**config.mk**
```make
export PLATFORM = sky130hd
export DESIGN_NAME = fp_nan_unit
export DESIGN_NICKNAME = d
export VERILOG_FILES = /design/src/rtl/fp_nan_pkg.sv /design/src/rtl/fp_nan_lane.sv /design/src/rtl/fp_nan_sel.sv /design/src/rtl/fp_nan_unit.sv
export SDC_FILE = /design/constraint.sdc
export NUM_CORES = 1
export LEC_CHECK = 0
export CAP_MARGIN = 0
export CORE_MARGIN = 2
export CORE_UTILIZATION = 60
export DETAILED_ROUTE_END_ITERATION = 12
export DONT_BUFFER_PORTS = 1
export GPL_TIMING_DRIVEN = 0
export PLACE_DENSITY = 0.79
export SETUP_SLACK_MARGIN = 0.15
export SYNTH_ARGS = -nofsm -noshare
export SYNTH_HDL_FRONTEND = slang
export SYNTH_HIERARCHICAL = 1
export SYNTH_SLANG_ARGS = --single-unit
```
**constraint.sdc**
```tcl
create_clock -name vclk -period 1.28
set_input_delay 0.064 -clock vclk [all_inputs]
set_output_delay 0.064 -clock vclk [all_outputs]
set_load 0.1 [all_outputs]
```
**src/rtl/fp_nan_pkg.sv**
```systemverilog
`timescale 1ns/1ps
package fp_nan_pkg;

    localparam int BUS_W   = 64;
    localparam int NUM_FMT = 4;

    typedef enum logic [1:0] {
        FMT_HALF   = 2'd0,
        FMT_BF16   = 2'd1,
        FMT_SINGLE = 2'd2,
        FMT_DOUBLE = 2'd3
    } fmt_e;

    // exponent width of each format code
    function automatic int fmt_exp_w(input int code);
        case (code)
            0:       return 5;
            1:       return 8;
            2:       return 8;
            default: return 11;
        endcase
    endfunction

    // fraction width of each format code
    function automatic int fmt_frac_w(input int code);
        case (code)
            0:       return 10;
            1:       return 7;
            2:       return 23;
            default: return 52;
        endcase
    endfunction

endpackage

```
**src/rtl/fp_nan_lane.sv**
```systemverilog
`timescale 1ns/1ps
module fp_nan_lane #(
    parameter int BUS_W  = 64,
    parameter int EXP_W  = 8,
    parameter int FRAC_W = 23
) (
    input  logic [BUS_W-1:0] op_in,
    input  logic             pol_in,
    input  logic             off_in,
    output logic             any_out,
    output logic             quiet_out,
    output logic             signal_out,
    output logic [BUS_W-1:0] quieted_word,
    output logic [BUS_W-1:0] canon_word
);
    localparam int WORD_W  = 1 + EXP_W + FRAC_W;
    localparam int TOP_POS = FRAC_W - 1;

    logic [WORD_W-1:0] word;
    logic              exp_full;
    logic              top_bit;
    logic              tail_nz;
    logic [WORD_W-1:0] qword;
    logic [WORD_W-1:0] dword;

    // only the format's own bits take part
    assign word     = op_in[WORD_W-1:0];
    assign exp_full = &word[WORD_W-2:FRAC_W];
    assign top_bit  = word[TOP_POS];
    assign tail_nz  = |word[TOP_POS-1:0];

    // classification
    always_comb begin
        any_out = exp_full & (top_bit | tail_nz);
        if (off_in) begin
            quiet_out  = any_out;
            signal_out = 1'b0;
        end else if (!pol_in) begin
            quiet_out  = exp_full & top_bit;
            signal_out = exp_full & ~top_bit & tail_nz;
        end else begin
            quiet_out  = exp_full & ~top_bit & tail_nz;
            signal_out = exp_full & top_bit;
        end
    end

    // quieting of signaling NaNs, pass-through otherwise
    always_comb begin
        qword = word;
        if (signal_out) begin
            if (!pol_in) begin
                qword[TOP_POS] = 1'b1;
            end else begin
                qword[TOP_POS]   = 1'b0;
                qword[TOP_POS-1] = 1'b1;
            end
        end
    end

    // canonical NaN
    always_comb begin
        dword                     = '0;
        dword[WORD_W-2:FRAC_W]    = '1;
        if (!pol_in) begin
            dword[TOP_POS]        = 1'b1;
        end else begin
            dword[TOP_POS-1:0]    = '1;
        end
    end

    // zero extension above the format width
    assign quieted_word = BUS_W'(qword);
    assign canon_word   = BUS_W'(dword);

endmodule

```
**src/rtl/fp_nan_sel.sv**
```systemverilog
`timescale 1ns/1ps
module fp_nan_sel
    import fp_nan_pkg::*;
#(
    parameter int BUS_W   = 64,
    parameter int NUM_FMT = 4
) (
    input  fmt_e                          fmt_in,
    input  logic [NUM_FMT-1:0]            any_vec,
    input  logic [NUM_FMT-1:0]            quiet_vec,
    input  logic [NUM_FMT-1:0]            signal_vec,
    input  logic [NUM_FMT-1:0][BUS_W-1:0] qword_vec,
    input  logic [NUM_FMT-1:0][BUS_W-1:0] canon_vec,
    output logic                          any_o,
    output logic                          quiet_o,
    output logic                          signal_o,
    output logic [BUS_W-1:0]              qword_o,
    output logic [BUS_W-1:0]              canon_o
);
    logic [1:0] idx;

    always_comb begin
        unique case (fmt_in)
            FMT_HALF:   idx = 2'd0;
            FMT_BF16:   idx = 2'd1;
            FMT_SINGLE: idx = 2'd2;
            FMT_DOUBLE: idx = 2'd3;
            default:    idx = 2'd0;
        endcase
    end

    assign any_o    = any_vec[idx];
    assign quiet_o  = quiet_vec[idx];
    assign signal_o = signal_vec[idx];
    assign qword_o  = qword_vec[idx];
    assign canon_o  = canon_vec[idx];

endmodule

```
**src/rtl/fp_nan_unit.sv**
```systemverilog
`timescale 1ns/1ps
module fp_nan_unit
    import fp_nan_pkg::*;
(
    input  logic [1:0]  fmt_sel,
    input  logic [63:0] operand_in,
    input  logic        snan_pol,
    input  logic        snan_off,
    output logic        nan_any,
    output logic        nan_quiet,
    output logic        nan_signal,
    output logic [63:0] quieted_out,
    output logic [63:0] default_nan
);
    logic [NUM_FMT-1:0]            any_vec;
    logic [NUM_FMT-1:0]            quiet_vec;
    logic [NUM_FMT-1:0]            signal_vec;
    logic [NUM_FMT-1:0][BUS_W-1:0] qword_vec;
    logic [NUM_FMT-1:0][BUS_W-1:0] canon_vec;

    // one lane per format, widths from the package
    for (genvar g = 0; g < NUM_FMT; g++) begin : g_lane
        fp_nan_lane #(
            .BUS_W  (BUS_W),
            .EXP_W  (fmt_exp_w(g)),
            .FRAC_W (fmt_frac_w(g))
        ) i_lane (
            .op_in        (operand_in),
            .pol_in       (snan_pol),
            .off_in       (snan_off),
            .any_out      (any_vec[g]),
            .quiet_out    (quiet_vec[g]),
            .signal_out   (signal_vec[g]),
            .quieted_word (qword_vec[g]),
            .canon_word   (canon_vec[g])
        );
    end

    fp_nan_sel #(
        .BUS_W   (BUS_W),
        .NUM_FMT (NUM_FMT)
    ) i_sel (
        .fmt_in     (fmt_e'(fmt_sel)),
        .any_vec    (any_vec),
        .quiet_vec  (quiet_vec),
        .signal_vec (signal_vec),
        .qword_vec  (qword_vec),
        .canon_vec  (canon_vec),
        .any_o      (nan_any),
        .quiet_o    (nan_quiet),
        .signal_o   (nan_signal),
        .qword_o    (quieted_out),
        .canon_o    (default_nan)
    );

endmodule

```
# Word level (Yosys, flattened, before mapping)
# Cells that the tools add are included.
# Widths: inputs -> output; s select.
[totals] reg_bits=0 input_bits=68 output_inout_bits=131 wordCells=77
[op_classes] order_cmp=1 eq_ne=3 muxes=40 bitwise=24 reduce_logical=9
[ops] op="$bmux 64 s2" count=2
[ops] op="$mux 64" count=2
[ops] op="$mux 51" count=1
[ops] op="$reduce_or 51->1" count=1
[ops] op="$mux 1" count=24
[ops] op="$mux 22" count=1
[ops] op="$reduce_or 22->1" count=1
[ops] op="$and 1x1->1" count=16
[ops] op="$reduce_and 8->1" count=2
[ops] op="$reduce_and 11->1" count=1
[ops] op="$mux 9" count=1
[ops] op="$reduce_or 9->1" count=1
[ops] op="$mux 2" count=4
[ops] op="$pmux 2 s4" count=1
[ops] op="$bmux 1 s2" count=3
[ops] op="$mux 6" count=1
[ops] op="$reduce_or 6->1" count=1
[ops] op="$reduce_and 5->1" count=1
[ops] op="$eq 2x2->1 const B" count=2
[ops] op="$not 1->1" count=4
[ops] op="$or 1x1->1" count=4
[ops] op="$lt 2x3->1 const B" count=1
[ops] op="$eq 2x1->1 const B" count=1
[ops] op="$logic_not 2->1" count=1

# Depth between registers and ports, before layout
# Gate-level depths: netlist of the first run.
[logic_depth] depth_word=8 depth_mapped=5 depth_no_buf=5

# Modules after synthesis
# Netlist of the first run, hierarchy kept.
[by_module_without_submodules] mod="fp_nan_sel" n_inst=1 cells_each=161 area_per_inst_um2=3211.8 seq_area_each_um2=0.0
[by_module_without_submodules] mod="fp_nan_lane at g_lane[3].i_lane" n_inst=1 cells_each=163 area_per_inst_um2=1196.1 seq_area_each_um2=0.0
[by_module_without_submodules] mod="fp_nan_lane at g_lane[1].i_lane" n_inst=1 cells_each=144 area_per_inst_um2=1092.3 seq_area_each_um2=0.0
[by_module_without_submodules] mod="fp_nan_lane at g_lane[0].i_lane" n_inst=1 cells_each=148 area_per_inst_um2=1089.8 seq_area_each_um2=0.0
[by_module_without_submodules] mod="fp_nan_lane at g_lane[2].i_lane" n_inst=1 cells_each=152 area_per_inst_um2=1086.0 seq_area_each_um2=0.0

# Least setup slack after synthesis of the first run
# Ideal clock, no wire load.
[synth_path] kind="input -> output" start="input operand_in[4]" end="output quieted_out[9]" arrival_ns=1.656 required_time_ns=1.216 setup_slack_ns=-0.440 cell_stages=4 path_buffers=0 path_cell_list="or4_4 > nor4_4 > a211oi_1 > mux4_2"
[synth_lines] element="start, declared" line="fp_nan_unit.sv:6" rtl="input logic [63:0] operand_in,"
[synth_lines] element="end, declared" line="fp_nan_unit.sv:12" rtl="output logic [63:0] quieted_out,"

# Final worst setup path of the first run
[layout_path] start="input operand_in[1]" end="output nan_signal"
[layout_via] elab_chain_cells=6 elab_cells_between_ends=18 cone_classes="mux: 10; bitwise: 4; reduce/logical: 4"
[layout_lines] element="$reduce_or 51->1" line="fp_nan_lane.sv:30" rtl="assign tail_nz = |word[TOP_POS-1:0];"
[layout_lines] element="$and 1x1->1" line="fp_nan_lane.sv:40" rtl="signal_out = exp_full & ~top_bit & tail_nz;"
[layout_lines] element="$mux 1" line="fp_nan_lane.sv:38" rtl="end else if (!pol_in) begin"
[layout_lines] element="$mux 1" line="fp_nan_lane.sv:35" rtl="if (off_in) begin"
[layout_lines] element="net signal_vec[3]" line="fp_nan_unit.sv:17" rtl="logic [NUM_FMT-1:0] signal_vec;"
[layout_lines] element="$bmux 1 s2" line="fp_nan_sel.sv:34" rtl="assign signal_o = signal_vec[idx];"
[layout_lines] element="$mux 1 (implied by the code)" line="fp_nan_sel.sv:34"
[layout_lines] element="end, declared" line="fp_nan_unit.sv:11" rtl="output logic nan_signal,"
# The timed path passes the listed nets, and every way through them passes these cells. The select of a mux whose other input is x is not followed.

==> out/metrics.cfg, run 1 <==
[outcome]
outcome=complete, but fails checks
violations=setup timing

[critical_path]
path_max_fanout=8
worst_ep_arrival_time_ns=1.86
required_ns=1.22
worst_setup_path_start_kind=primary input
worstSetupPathType=in -> out
worstSetupEndpointType=output port

[layout]
fill_cells=863
layout_common_cells=buf_4, conb_1, mux4_2
fin_area_um2=9990
nFlopsAndLatches=0
layout.nets=1157
layout_commonest_cell=buf_4
regArea_um2=0
layout-drive-gt1-share_pct=67.0
diodes=0
final_cells=1259
clkbuf_count=0
syn_to_final_growth_pct=30.2

[flow_run]
cap_viol_max_count=0

[placement]
dpl-instance-area_um2=9130
portBuffers=0
post-place-ws_ns=-0.750
place.gp.congestion=0.848
hpwl_um=12200
dp_cells=1224

[grt]
gr-total-overflow=0
grt_pass1_wl_um=24600
grt_max_degree=108
antenna_found_initial=0
grt_pass1_vias=5211
grtUsageTotal_pct=22.6

[die]
die-area_um2=13700
num_rows=41
die_y_um=117
dieWidth_um=117
start_util_pct=61.1
coreArea_um2=12600
ios=199

[power]
switching_share_pct=66.6
sequentialPowerShare_pct=0
total_power_w=0.00597
peakVddDrop_v=0.000380
clkPwrFrac_pct=0
comb_power_share_pct=100.0
p_sw_w=0.00397
p_leak_nw=5.08
power_density_nw_per_um2=597
internal_power_w=0.00200

[route]
dr.first_iter.drc_count=180
first_pass_iters=6
routed_wirelength_um=15700
wl_per_cell_um=12.5
ant_nets=0
remaining_drc_errors=0
vias=5257
routed_via_density=4.18

[cts]
postCtsHoldBufs=0

[sta]
whs_ns=0.780
rsz0062_at_grt=yes
layout_setup_ws_ns=-0.644
fin_crit_sh_pct=150
slew_viol_final=0
max_freq_mhz=520
hold_viol=0
maxSlewHeadroom_pct=62.5
finalSetupViolations=105
worstMarginPinSlew_ns=0.564
period_minus_slack_ns=1.92

[synth]
synth_cells=768
ys_seq_area_share_pct=0
ys_warn_count=6
synth_area_um2=7680
syn_area_per_cell_um2=9.99
ys_types=36

[worst_hold_path]
hold_class=in -> out

[power by group through the flow]
stage,clock (W),combinational (W),sequential (W)
after detailed placement,0,0.00564,0
after floorplan,0,0.00542,0
final,0,0.00597,0
after global routing,0,0.00620,0
after CTS,0,0.00592,0
after global placement,0,0.00561,0
[worst max-delay path, stage by stage]
cell      delay [ns]
nor4_4          0.30
nand4_1         0.14
buf_6           0.16
o41ai_2         0.32
a21boi_1        0.11
mux4_2          0.77
[logic make-up after synthesis]
logic type	count (synthesis)	share of synthesized area (%)
AND/OR/NAND/NOR	72	6.34
buffers and inverters	536	52.6
other	8	0.391
AO/OA/AOI/OAI	20	2.10
multiplexers	132	38.6
[synthesized netlist by cell type]
| cell | n | share of area [%] |
|---|---|---|
| a21oi_2 | 1 | 0.11 |
| clkbuf_1 | 2 | 0.098 |
| nand3b_1 | 1 | 0.098 |
| nand3_1 | 2 | 0.13 |
| or4_4 | 2 | 0.29 |
| a21boi_1 | 2 | 0.20 |
| nand2b_1 | 1 | 0.082 |
| o41ai_1 | 1 | 0.11 |
| or2_2 | 3 | 0.24 |
| mux2i_1 | 1 | 0.13 |
| nor3_1 | 8 | 0.52 |
| buf_2 | 14 | 0.91 |
| a21oi_1 | 4 | 0.26 |
| or3_1 | 2 | 0.16 |
| nand2_1 | 6 | 0.29 |
| buf_6 | 1 | 0.15 |
| inv_1 | 6 | 0.29 |
| or2_1 | 2 | 0.16 |
| nor2_1 | 10 | 0.49 |
| buf_8 | 10 | 2.0 |
| o31ai_1 | 1 | 0.098 |
| a211oi_1 | 3 | 0.29 |
| nand4_1 | 10 | 0.81 |
| conb_1 | 8 | 0.39 |
| o21ba_1 | 1 | 0.13 |
| nor4_2 | 6 | 0.98 |
| nor4_1 | 15 | 1.2 |
| o311ai_4 | 1 | 0.34 |
| o21bai_1 | 2 | 0.20 |
| a31o_1 | 1 | 0.11 |
| nor4_4 | 2 | 0.55 |
| or3_4 | 2 | 0.29 |
| o21ai_0 | 2 | 0.13 |
| a31o_2 | 1 | 0.11 |
| mux4_2 | 131 | 38 |
| buf_4 | 503 | 49 |
[cell type report]
type	count	area, um^2	area share [%]
Buffer	530	4200	42.0
Tap cell	172	215	2.15
Inverter	6	22.5	0.225
Timing Repair Buffer	35	661	6.61
Multi-Input combinational cell	516	4890	49.0
[per-stage QoR]
step | util [%] | setup TNS [ns]
final | 79.5 | -12.38
after global routing | 79.5 | -14.67
after CTS | 78.9 | -11.44
after detailed placement | 72.7 | -24.61
after global placement | 72.7 | -22.97
after floorplan | - | -3.47
[repair_timing]
action                     in CTS  in global routing
buffers inserted               16                  3
pin swaps                      15                  1
resized for setup              69                  9
setup endpoints to repair     130                130
gates cloned                   16                  0
[path summary, 6_finish.rpt]
check / startpoint / endpoint / cells after the start
worst max-delay path: operand_in[1] / nan_signal / 6
worst min-delay path: operand_in[31] / quieted_out[31] / 2
[per-layer routing]
layer / routed length (um) / vias to the layer above / GRT usage (%)
li1: - / 2634 / -
met1: 5360 / 2482 / 24.8
met2: 9010 / 129 / 45.3
met3: 1190 / 12 / 5.30
met4: 161 / 0 / 2.59
met5: 0 / - / 0
Power figures use the tool's default switching activity.
==> run 2: changes to the inputs <==
--- a/config.mk
+++ b/config.mk
@@ -11,7 +11,7 @@
 export DETAILED_ROUTE_END_ITERATION = 12
 export DONT_BUFFER_PORTS = 1
 export GPL_TIMING_DRIVEN = 0
-export PLACE_DENSITY = 0.79
+export PLACE_DENSITY = 0.76
 export SETUP_SLACK_MARGIN = 0.15
 export SYNTH_ARGS = -nofsm -noshare
 export SYNTH_HDL_FRONTEND = slang
==> constraint.sdc (replaced) <==
create_clock -name vclk -period 2
set_input_delay 0.1 -clock vclk [all_inputs]
set_output_delay 0.1 -clock vclk [all_outputs]
set_load 0.1 [all_outputs]
==> run 2 against run 1 <==
Compared with the run above: the run still ends with setup timing left; sequential share of layout area unchanged; worst hold slack improved by 0.032 ns; count of clock-buffer cells in the layout unchanged; global-route usage fell by 2.4 points; first-iteration DRC count fell by 3.3%; final area fell by 9.4%; critical endpoint is now quieted_out[51]; largest cell class unchanged; highest routed layer unchanged.
==> out/metrics.cfg, run 2 (same netlist as run 1, synthesis figures left out) <==
[outcome]
outcome=complete, but fails checks
violations=setup timing

[power]
power_density_nw_per_um2=398  ; -33%
p_leak_nw=4.68  ; -8.0%
comb_power_share_pct=100.0  ; about the same
internal_power_w=0.00111  ; -44%
peakVddDrop_v=0.000209  ; -45%
clkPwrFrac_pct=0  ; unchanged
switching_share_pct=69.1  ; +2.6 points
sequentialPowerShare_pct=0  ; unchanged
p_sw_w=0.00249  ; -37%

[critical_path]
path_max_fanout=8  ; unchanged
cp_top_family=multiplexers
path_buf_inv=1  ; unchanged
crit_top_cell=nor4_4
crit_chain=nor4_4 -> nand4_1 -> buf_4 -> nor4_4 -> a211oi_2 -> mux4_2
worstSetupEndpointType=output port
worst_ep_arrival_time_ns=1.91  ; +0.05 ns
worst_setup_path_start_kind=primary input
required_ns=1.90  ; +0.68 ns
cpPeakStageDelay_ns=0.78  ; about the same
worstSetupPathType=in -> out
crit_slowest_cell=mux4_2

[layout]
regArea_um2=0  ; unchanged
diodes=0  ; unchanged
final_util_pct=72.0  ; -7.5 points
nFlopsAndLatches=0  ; unchanged
multi_input_comb_area_um2=4790  ; -2.1%
layout_commonest_cell=buf_4
clkbuf_count=0  ; unchanged
syn_to_final_growth_pct=17.9
layout.nets=1123  ; -2.9%
layout-drive-gt1-share_pct=65.3  ; -1.6 points
fill_cells=1037  ; +20%
layout_common_cells=buf_4, conb_1, mux4_2
fin_area_um2=9050  ; -9.4%

[die]
die-area_um2=13700  ; unchanged
die_y_um=117  ; unchanged
num_rows=41  ; unchanged
coreArea_um2=12600  ; unchanged
start_util_pct=61.1  ; unchanged
ios=199  ; unchanged
dieWidth_um=117  ; unchanged

[grt]
grtUsageTotal_pct=20.2  ; -2.4 points
gr-total-overflow=0  ; unchanged
grt_pass1_vias=4942  ; -5.2%
antenna_found_initial=0  ; unchanged
grt_max_degree=108  ; unchanged
grt_pass1_wl_um=22200  ; -10%

[sta]
fin_crit_sh_pct=100
max_freq_mhz=499
layout_setup_ws_ns=-0.00563  ; +0.638 ns
whs_ns=0.812  ; +0.0319 ns
hold_viol=0  ; unchanged
maxSlewHeadroom_pct=60.5  ; -2.0 points
rsz0062_at_grt=yes
period_minus_slack_ns=2.01
setup_tns_ns=-0.0116  ; +12.37 ns
worstMarginPinSlew_ns=0.592  ; +0.0284 ns
finalSetupViolations=3  ; -97%
slew_viol_final=0  ; unchanged

[worst_hold_path]
hold_class=in -> out

[route]
wl_per_cell_um=11.4  ; -8.6%
routed_wirelength_um=14000  ; -11%
ant_nets=0  ; unchanged
vias=5065  ; -3.7%
remaining_drc_errors=0  ; unchanged
dr.first_iter.drc_count=174  ; -3.3%
routed_via_density=4.13  ; -0.98%
first_pass_iters=4  ; -2

[flow_run]
cap_viol_max_count=0  ; unchanged

[placement]
place.gp.congestion=0.813  ; -4.1%
hpwl_um=12000  ; -1.4%
portBuffers=0  ; unchanged
dpl-instance-area_um2=8960  ; -1.9%

[cts]
postCtsHoldBufs=0  ; unchanged

==> run 2: cell count changes in the layout (fill, tap and decap cells not counted), moves of 6 or more <==
cell | before | now
buf_12 | 17 | 0
buf_16 | 16 | 0
buf_6 | 16 | 1
buf_2 | 1 | 14
nor4_4 | 14 | 5
buf_4 | 510 | 504
buf_8 | 4 | 10
nor4_2 | 3 | 9
==> run 2: cell type report <==
type,instances,share of cell area [%]
plain buffers,530,44.4
inverters,6,0.249
multi-input cells,516,52.9
well taps,172,2.38
repair buffers,1,0.0829
==> run 2: layer usage <==
| metal | global-route usage [%] | wire length [um] |
|---|---|---|
| met1 | 21.3 | 4680 |
| met3 | 4.79 | 1170 |
| met4 | 2.51 | 269 |
| met2 | 41.3 | 7850 |
| met5 | 0 | 0 |
==> run 2: what timing repair did <==
| item | CTS | global route |
|---|---|---|
| setup buffers | 1 | 0 |
| pin swaps | 8 | 1 |
| setup endpoints to repair | 6 | 7 |
| gates resized for setup | 8 | 5 |
==> run 2: worst paths after layout <==
check / from / endpoint / slack, ns / cells after the start
max: operand_in[2] / quieted_out[51] / -0.006 / 6
min: snan_pol / default_nan[9] / 0.81 / 2
==> run 2: per-stage QoR <==
step	cells	worst slack, ns	total power (W)
after detailed placement	1224	-0.112	0.00358
after global placement	1224	-0.0929	0.00356
after global routing	1225	-0.0864	0.00375
final	1225	-0.00563	0.00360
after floorplan	1052	0.208	0.00344
after CTS	1225	0.00866	0.00358
==> run 2: power by group through the flow <==
stage | clock network, W | logic (W) | registers, W
floorplan | 0 | 0.00344 | 0
global placement | 0 | 0.00356 | 0
detailed placement | 0 | 0.00358 | 0
CTS | 0 | 0.00358 | 0
global route | 0 | 0.00375 | 0
finish | 0 | 0.00360 | 0
==> run 3: changes to the inputs <==
--- a/config.mk
+++ b/config.mk
@@ -13,6 +13,7 @@
 export GPL_TIMING_DRIVEN = 0
 export PLACE_DENSITY = 0.76
 export SETUP_SLACK_MARGIN = 0.15
+export SKIP_LAST_GASP = 1
 export SYNTH_ARGS = -nofsm -noshare
 export SYNTH_HDL_FRONTEND = slang
 export SYNTH_HIERARCHICAL = 1
==> run 3 against run 2 <==
Compared with the run above: worst hold slack barely moved; worst setup slack improved by 0.0011 ns; power barely moved; the run still ends with setup timing left; global-route usage did not move; combinational power barely moved; maximum frequency barely moved; final area barely moved; utilization barely moved; non-clock buffer count did not move; largest cell class unchanged; sequential share of layout area did not move.
==> out/metrics.cfg, run 3 (same netlist as run 1, synthesis figures left out) <==
[critical_path]
worst_setup_path_start_kind=primary input
crit_chain=nor4_4 -> nand4_1 -> buf_4 -> nor4_4 -> a211oi_2 -> mux4_2
crit_slowest_cell=mux4_2
cpPeakStageDelay_ns=0.78  ; about the same
required_ns=1.90  ; about the same
worstSetupPathType=in -> out
crit_top_cell=nor4_4
worstSetupEndpointType=output port
path_max_fanout=8  ; unchanged
worst_ep_arrival_time_ns=1.90  ; about the same

[worst_hold_path]
hold_class=in -> out
hold_depth=2  ; unchanged

[route]
routed_via_density=4.14  ; +0.24%
routed-wl-met2_um=7850  ; -0.10%
first_pass_iters=4  ; unchanged
wl_met1_um=4720  ; +0.79%
routed_wirelength_um=14000  ; unchanged
top_layer=met4
vias=5077  ; +0.24%
met3WireLength_um=1160  ; -0.77%
remaining_drc_errors=0  ; unchanged
wl_per_cell_um=11.4  ; unchanged
ant_nets=0  ; unchanged
dr.first_iter.drc_count=154  ; -11%

[power]
comb_power_share_pct=100.0  ; about the same
power_density_nw_per_um2=398  ; about the same
p_sw_w=0.00249  ; about the same
clkPwrFrac_pct=0  ; unchanged
p_leak_nw=4.68  ; about the same
switching_share_pct=69.1  ; about the same
sequentialPowerShare_pct=0  ; unchanged
internal_power_w=0.00111  ; about the same
peakVddDrop_v=0.000209  ; about the same

[sta]
hold_viol=0  ; unchanged
fin_crit_sh_pct=100  ; about the same
worstMarginPinSlew_ns=0.577  ; -0.0153 ns
layout_setup_ws_ns=-0.00452  ; +0.00111 ns
finalSetupViolations=2  ; -1
period_minus_slack_ns=2.00  ; -0.00111 ns
maxSlewHeadroom_pct=61.5  ; +1.0 points
slew_viol_final=0  ; unchanged
rsz0062_at_grt=yes
max_freq_mhz=499  ; about the same

[placement]
hpwl_um=12000  ; unchanged
portBuffers=0  ; unchanged
place.gp.congestion=0.813  ; unchanged
dp_cells=1224  ; unchanged
dpl-instance-area_um2=8960  ; unchanged

[grt]
grtUsageTotal_pct=20.2  ; unchanged
gr-total-overflow=0  ; unchanged
grt_pass1_wl_um=22200  ; unchanged
antenna_found_initial=0  ; unchanged
grt_pass1_vias=4942  ; unchanged
grt_max_degree=108  ; unchanged

[layout]
layout-drive-gt1-share_pct=65.2  ; -0.095 points
fill_cells=1039  ; +0.19%
fin_area_um2=9050  ; about the same
layout_common_cells=buf_4, conb_1, mux4_2
final_cells=1225  ; unchanged
syn_to_final_growth_pct=17.8  ; about the same
layout_commonest_cell=buf_4
multi_input_comb_area_um2=4790  ; -0.10%
nFlopsAndLatches=0  ; unchanged
layout.nets=1123  ; unchanged
diodes=0  ; unchanged
regArea_um2=0  ; unchanged
clkbuf_count=0  ; unchanged

[outcome]
outcome=complete, but fails checks
violations=setup timing

[die]
die-area_um2=13700  ; unchanged
ios=199  ; unchanged
start_util_pct=61.1  ; unchanged
coreArea_um2=12600  ; unchanged
dieWidth_um=117  ; unchanged
num_rows=41  ; unchanged
die_y_um=117  ; unchanged

[cts]
postCtsHoldBufs=0  ; unchanged

[flow_run]
cap_viol_max_count=0  ; unchanged

-- run 3: cell counts in the layout (fill, tap and decap cells not counted) --
Identical to the previous run, type by type.
-- run 3: cell type report --
type                       instances  area share [%]
inverter                           6           0.249
multi-input combinational        516            52.9
timing repair buffer               1          0.0830
buffer                           530            44.4
tap                              172            2.38
-- run 3: per-stage QoR --
stage,util (%),power (W),TNS [ns],setup WS [ns],hold slack (ns)
floorplan,-,0.00344,0,0.208,0.798
global placement,71.3,0.00356,-0.315,-0.0929,0.816
detailed placement,71.3,0.00358,-0.380,-0.112,0.826
CTS,71.8,0.00358,0,0.00866,0.825
global route,72.0,0.00374,-0.296,-0.0864,0.832
finish,72.0,0.00360,-0.00683,-0.00452,0.812
-- run 3: what timing repair did --
| item | CTS | global route |
|---|---|---|
| endpoints found under the hold margin | 0 | 0 |
| cloned | 0 | 0 |
| pin swaps | 8 | 1 |
| endpoints found under the setup margin | 6 | 7 |
| resized for setup | 8 | 4 |
| setup buffers | 1 | 0 |
-- run 3: routing by layer --
| layer | vias up | track usage (%) |
|---|---|---|
| li1 | 2554 | - |
| met1 | 2347 | 21.3 |
| met2 | 154 | 41.3 |
| met3 | 22 | 4.79 |
| met4 | 0 | 2.51 |
| met5 | - | 0 |
-- run 3: power by group through the flow --
| stage | Sequential (W) | Clock (W) | Combinational, W |
|---|---|---|---|
| 3_3_place_gp | 0 | 0 | 0.00356 |
| 4_1_cts | 0 | 0 | 0.00358 |
| 6_report | 0 | 0 | 0.00360 |
| 2_1_floorplan | 0 | 0 | 0.00344 |
| 3_5_place_dp | 0 | 0 | 0.00358 |
| 5_1_grt | 0 | 0 | 0.00374 |
-- run 3: path summary, 6_finish.rpt --
kind / slack [ns] / startpoint / endpoint
worst max-delay path: -0.005 / operand_in[2] / quieted_out[51]
worst min-delay path: 0.81 / snan_pol / default_nan[9]
-- run 3: critical path: cells and delay by family --
| kind | cells | cell delay (ns) |
|---|---|---|
| AO/OA/AOI/OAI | 1 | 0.08 |
| multiplexers | 1 | 0.78 |
| buffers and inverters | 1 | 0.21 |
| AND/OR/NAND/NOR | 3 | 0.72 |
